### src/rtl/duo_pwm.sv
module duo_pwm #(
  parameter int W  = 16,
  parameter int AW = 8,
  parameter int DW = 32
) (
  input  logic          clk,
  input  logic          rst_n,
  input  logic [AW-1:0] addr,
  input  logic          wr_en,
  input  logic [DW-1:0] wdata,
  output logic [DW-1:0] rdata,
  output logic [1:0]    pwm_out
);
  localparam logic [AW-1:0] A_CTL  = AW'(8'h00);
  localparam logic [AW-1:0] A_RNG0 = AW'(8'h10);
  localparam logic [AW-1:0] A_DAT0 = AW'(8'h14);
  localparam logic [AW-1:0] A_RNG1 = AW'(8'h20);
  localparam logic [AW-1:0] A_DAT1 = AW'(8'h24);
  localparam logic [15:0]   CTL_KEEP = 16'hBFBF;

  logic [15:0]         ctl_q;
  logic [1:0][W-1:0]   rng_s, dat_s, rng_a, dat_a, cnt, acc;
  logic [1:0][W-1:0]   er, ed, acc_n, cnt_n;
  logic [1:0][W:0]     sum;
  logic [1:0]          run, bnd, hit, pin_n;

  always_comb begin
    for (int i = 0; i < 2; i++) begin
      bnd[i]   = !run[i] || (cnt[i] == '0);
      er[i]    = bnd[i] ? rng_s[i] : rng_a[i];
      ed[i]    = bnd[i] ? dat_s[i] : dat_a[i];
      sum[i]   = (bnd[i] ? {(W+1){1'b0}} : {1'b0, acc[i]}) + {1'b0, ed[i]};
      hit[i]   = 1'b0;
      acc_n[i] = '0;
      if (ed[i] >= er[i]) begin
        hit[i] = 1'b1;
      end else if (ctl_q[8*i+7]) begin
        hit[i] = cnt[i] < ed[i];
      end else if (sum[i] >= {1'b0, er[i]}) begin
        hit[i]   = 1'b1;
        acc_n[i] = W'(sum[i] - {1'b0, er[i]});
      end else begin
        acc_n[i] = sum[i][W-1:0];
      end
      cnt_n[i] = (er[i] == '0 || cnt[i] == er[i] - 1'b1) ? '0 : cnt[i] + 1'b1;
      pin_n[i] = (ctl_q[8*i] && er[i] != '0) ? (hit[i] ^ ctl_q[8*i+4]) : ctl_q[8*i+3];
    end
  end

  always_ff @(posedge clk) begin
    if (!rst_n) begin
      ctl_q   <= '0;
      rng_s   <= '0;
      dat_s   <= '0;
      rng_a   <= '0;
      dat_a   <= '0;
      cnt     <= '0;
      acc     <= '0;
      run     <= '0;
      pwm_out <= '0;
    end else begin
      if (wr_en) begin
        case (addr)
          A_CTL:   ctl_q    <= wdata[15:0] & CTL_KEEP;
          A_RNG0:  rng_s[0] <= wdata[W-1:0];
          A_DAT0:  dat_s[0] <= wdata[W-1:0];
          A_RNG1:  rng_s[1] <= wdata[W-1:0];
          A_DAT1:  dat_s[1] <= wdata[W-1:0];
          default: ;
        endcase
      end
      for (int i = 0; i < 2; i++) begin
        if (!ctl_q[8*i]) begin
          run[i] <= 1'b0;
          cnt[i] <= '0;
          acc[i] <= '0;
        end else begin
          run[i]   <= 1'b1;
          rng_a[i] <= er[i];
          dat_a[i] <= ed[i];
          cnt[i]   <= cnt_n[i];
          acc[i]   <= acc_n[i];
        end
      end
      pwm_out <= pin_n;
    end
  end

  always_comb begin
    case (addr)
      A_CTL:   rdata = DW'(ctl_q);
      A_RNG0:  rdata = DW'(rng_s[0]);
      A_DAT0:  rdata = DW'(dat_s[0]);
      A_RNG1:  rdata = DW'(rng_s[1]);
      A_DAT1:  rdata = DW'(dat_s[1]);
      default: rdata = '0;
    endcase
  end
endmodule

### config.mk
export PLATFORM = sky130hd
export DESIGN_NAME = duo_pwm
export DESIGN_NICKNAME = d
export VERILOG_FILES = /design/src/rtl/duo_pwm.sv
export SDC_FILE = /design/constraint.sdc
export NUM_CORES = 1
export LEC_CHECK = 0
export BUFFER_PORTS_ARGS = -buffer_cell sky130_fd_sc_hd__buf_2
export CORE_MARGIN = 5
export CORE_UTILIZATION = 40
export DETAILED_ROUTE_END_ITERATION = 16
export GPL_TIMING_DRIVEN = 1
export MAX_ROUTING_LAYER = met4
export SYNTH_ARGS = -nofsm -noshare
export SYNTH_HDL_FRONTEND = slang
export SYNTH_SLANG_ARGS = --single-unit
### constraint.sdc
create_clock -name clk -period 15.3 [get_ports clk]
set_input_delay 0 -clock clk [delete_from_list [all_inputs] [get_ports clk]]
set_output_delay 0 -clock clk [all_outputs]
set_load 0.005 [all_outputs]
; ---- After elaboration in Yosys (flattened, before gate mapping)
; Cells that the tools add are included.
[word_totals]
regBits = 210
output_inout_bits = 34
wordCells = 83
in_bits = 43
[op_classes]
addsub = 8
bitwise = 5
muxes = 19
n_reduce_logical = 24
n_eq_ne = 6
n_lt_le_gt_ge = 6
[op_table]
columns = operator, n
row1 = 16-bit 2-to-1 mux, 8
row2 = 16-bit one-hot mux with 5 select lines, 1
row3 = 16-bit logical NOT, 4
row4 = 16-bit by 16-bit adder with 17-bit output, 2
row5 = 17-bit by 16-bit greater-or-equal comparator with 1-bit output, 2
row6 = "16-bit by 1-bit adder with 16-bit output, second input constant", 2
row7 = 16-bit == test, 2
row8 = 16-bit greater-or-equal comparator, 2
row9 = 16-bit less-than comparator, 2
row10 = 16-bit nonzero test, 2
row11 = "16-bit by 1-bit subtractor with 16-bit output, second input constant", 2
row12 = 16-bit subtractor, 2
row13 = "8-bit by 5-bit == test with 1-bit output, second input constant", 2
row14 = "8-bit by 6-bit == test with 1-bit output, second input constant", 2
row15 = 1-bit 2-to-1 mux, 10
row16 = 2-bit AND reduction, 5
row17 = 8-bit logical NOT, 1
row18 = 4-bit OR reduction, 2
row19 = 3-bit OR reduction, 2
row20 = 1-bit logical OR, 4
row21 = 1-bit NOT, 3
row22 = 1-bit logical AND, 2
row23 = 1-bit logical NOT, 2
row24 = 1-bit XOR, 2

; ---- Longest topological paths before layout
[depth]
word_depth = 10
depth_mapped = 34
ltp_nobuf = 27

; ---- Worst setup path before layout
; No wires, ideal clock.
[synth_timing]
path_kind = register -> register
startpoint = register cnt[0] (netlist bit)
endpoint = register acc[5] (netlist bit)
stages_incl_launch_ff = 34
period_less_slack_ps = 6814
n_path_buf = 7
arrival_time_ps = 6686
required_time_ps = 15172
setup_time_ps = 128
slack_ps = 8486
path_cell_list = dfxtp_1 > inv_1 > ha_1 > nor4b_1 > a41oi_2 > buf_4 > buf_4 > buf_2 > buf_2 > buf_2 > mux2i_1 > inv_1 > ha_1 > a21o_1 > maj3_1 > a221o_1 > a31oi_1 > o21ai_1 > nand2_1 > a22oi_1 > a41oi_1 > nor2b_1 > xnor2_1 > ha_1 > nand4_1 > nor4_1 > a2111oi_0 > nand2_1 > a21oi_1 > o31a_1 > buf_4 > buf_2 > mux2i_1 > nor2_1
[synth_lines]
columns = item, line_no
row1 = start: declaration, 22  ; logic [1:0][W-1:0] rng_s, dat_s, rng_a, dat_a, cnt, acc;
row2 = start signal: indexed assignment, 81  ; cnt[i] <= cnt_n[i];
row3 = end signal: indexed assignment, 82  ; acc[i] <= acc_n[i];
row4 = end: declaration, 22

==> flow_summary.json <==
{
  "fin_area_um2": 16900,
  "hold_class": "input pin to flip-flop",
  "rsz0062_at_grt": "no",
  "min-delay-start": "wr_en",
  "cts_tree": "done",
  "syn2layout_area_growth_pct": 11.0,
  "swShare_pct": 22.6,
  "critical_path_class": "flip-flop to flip-flop",
  "grt_use_total_pct": 21.4,
  "wl_per_cell_um": 18.4,
  "tightest_slew_ns": 1.18,
  "synth_ff_type": "dfxtp_1",
  "seqPwrFrac_pct": 42.7,
  "wl_um": 45000,
  "setup_tns_ns": 0,
  "slew_violations": 0,
  "gp_congestion": 0.898,
  "pwr_density_cell_nw_per_um2": 75.8,
  "ys_ff_latch": 210,
  "diodes": 0,
  "start_util_pct": 40.5,
  "io_pins": 77,
  "rr_worst_depth": 26,
  "io_buffer_count": 44,
  "layout_setup_ws_ns": 7.58,
  "coreArea_um2": 37700,
  "yosysUniqueCellTypes": 90,
  "post-route-period-util_pct": 50.5,
  "irDropWorstVdd_mv": 0.119,
  "pre_cts_ws_ns": 7.67,
  "ctsHtreeMaxLevel": 1,
  "grt_overflow": 0,
  "max_cap_violations": 0,
  "arrival_ns": 8.16,
  "internal_power_mw": 0.993,
  "post-route-util_pct": 44.9,
  "p_leak_nw": 7.15,
  "nets": 2071,
  "clk_latency_ns": 0.58,
  "cp_max_fo": 44,
  "via_per_inst": 5.57,
  "cts_setup_buffers": 0,
  "ant_nets": 0,
  "die_area_um2": 42100,
  "layout_commonest_cell": "nand2_1",
  "outcome": "completed",
  "whs_path_depth": 4,
  "setup_viol": 0,
  "startpoint": "cnt[1]",
  "fillers": 3776,
  "clock_sinks": 210,
  "dp_hpwl_um": 33600,
  "antenna_found_initial": 0,
  "required_ns": 15.74,
  "synth_warnings": 0,
  "grt_max_degree": 96,
  "first_pass_iters": 5,
  "drc": 0,
  "synth-edff-count": 0,
  "combPwrFrac_pct": 2.6,
  "syn_area_um2": 15200,
  "cts_root_buf": "clkbuf_16",
  "fin_crit_ns": 7.72,
  "regToRegStartpoint": "cnt[1]",
  "vias": 13600,
  "dpl_cell_area_um2": 15700,
  "hold_violations": 0,
  "p_clk_share_pct": 54.7,
  "clock.fmax_mhz": 129,
  "crit_path_end_kind": "flip-flop",
  "synth-seq-area-share_pct": 27.6,
  "power.total_mw": 1.28,
  "rows": 71,
  "path_clk_slew_ns": 0.07,
  "cts_buffers": 26,
  "synth_top_area_share_pct": 27.6,
  "postSynthCellCount": 1909,
  "clockBufferDepth": 3,
  "grt_pass1_vias": 13000,
  "skew_ns": 0.0306,
  "avgSynthCellArea_um2": 7.99,
  "synth_area_leaders": "dfxtp_1, ha_1, nand2_1",
  "layout_common_cells": "nand2_1, dfxtp_1, nor2_1",
  "grt_first_pass_wirelength_um": 71000,
  "startpoint_type": "flip-flop",
  "p_sw_mw": 0.289,
  "die_x_um": 205,
  "rrSetupSlack_ns": 7.58,
  "async_flop_share_pct": 0,
  "yosys.area.top_type": "dfxtp_1",
  "drive_gt1_share_pct": 7.54,
  "relSlewSlack_pct": 21.1,
  "first_iter_violations": 948,
  "fp.dieH_um": 205
}
==> synth_stat cells (38+ instances only) <==
cell	n
nand3_1	38
nand2_1	318
xnor2_1	93
mux2i_1	71
xor2_1	41
nor2_1	156
dfxtp_1	210
inv_1	77
nor3_1	43
a21boi_0	87
o21ai_0	42
a21oi_1	84
clkbuf_1	66
ha_1	108
o211a_1	59
and2_1	40
==> power groups by stage <==
stage / Sequential (mW) / Combinational (mW) / Clock, mW
floorplan: 0.560 / 0.0213 / 0
global placement: 0.560 / 0.0294 / 0
detailed placement: 0.560 / 0.0296 / 0
CTS: 0.548 / 0.0333 / 0.712
global route: 0.547 / 0.0367 / 0.736
finish: 0.548 / 0.0338 / 0.701
==> critical path: stages (launching register included) <==
cell	delay, ns
dfxtp_1	0.43
inv_1	0.09
ha_1	0.23
nor4b_1	0.19
a41oi_4	0.30
buf_4	0.45
buf_4	0.58
mux2i_1	0.55
inv_1	0.16
ha_1	0.37
a21oi_1	0.25
o21ai_1	0.17
nand2_1	0.13
a22oi_1	0.10
a41oi_1	0.30
nor2b_1	0.19
xnor2_1	0.13
ha_1	0.31
nand4_1	0.16
nor4_1	0.08
a2111oi_0	0.35
nand2_1	0.08
a21oi_1	0.24
o31a_1	0.86
clkinv_1	0.50
mux2i_1	0.26
nor2_1	0.05
==> state kept, by name (all words and copies together) (netlist names), 14 cells and up <==
| name | count |
|---|---|
| rng_a | 32 |
| ctl_q | 14 |
| dat_a | 32 |
| cnt | 32 |
| dat_s | 32 |
| acc | 32 |
| rng_s | 32 |
==> routing by layer <==
metal	vias to the layer above	share of wire, %	GRT usage (%)
li1	6754	-	-
met3	66	4.7	2.36
met2	319	45	33.8
met1	6499	48	29.7
met5	-	0	-
met4	0	2.3	5.07
==> cells by family (layout without fill, tap and decap cells) <==
family,count (synthesis),in the layout,share of synthesized area [%]
xor+xnor,134,134,7.70
other cells,1,16,0.0246
simple gates,720,720,21.9
buf+inv,194,206,5.61
compound gates,448,448,21.8
mux,81,81,5.42
fa+ha+maj,121,121,9.98
flops,210,210,27.6
==> cell type report <==
type / count / area, um^2 / area share, %
multi-input cells: 1520 / 10300 / 60.6
flip-flops and latches: 210 / 4210 / 24.9
clock buffers: 31 / 699 / 4.13
well taps: 511 / 639 / 3.78
repair buffers: 80 / 543 / 3.21
inverters: 78 / 293 / 1.73
clock inverters: 17 / 280 / 1.66
==> timing repair <==
item                                   in CTS  in global routing
endpoints found under the hold margin     105                  0
gates resized for setup                     0                  0
hold buffers                               20                  0
==> metrics by stage <==
stage | hold WS (ns) | std cells
after floorplan | 0.145 | 1924
after global placement | 0.302 | 2379
after detailed placement | 0.311 | 2379
after CTS | 0.235 | 2447
after global routing | 0.293 | 2447
final | 0.268 | 2447
==> worst paths after layout <==
check	end
worst min register to register	ctl_q[1]
worst max-delay path	acc[12]
worst max register to register	acc[12]
worst min-delay path	rng_s[8]
No activity file was read; power rests on OpenSTA's default activity.
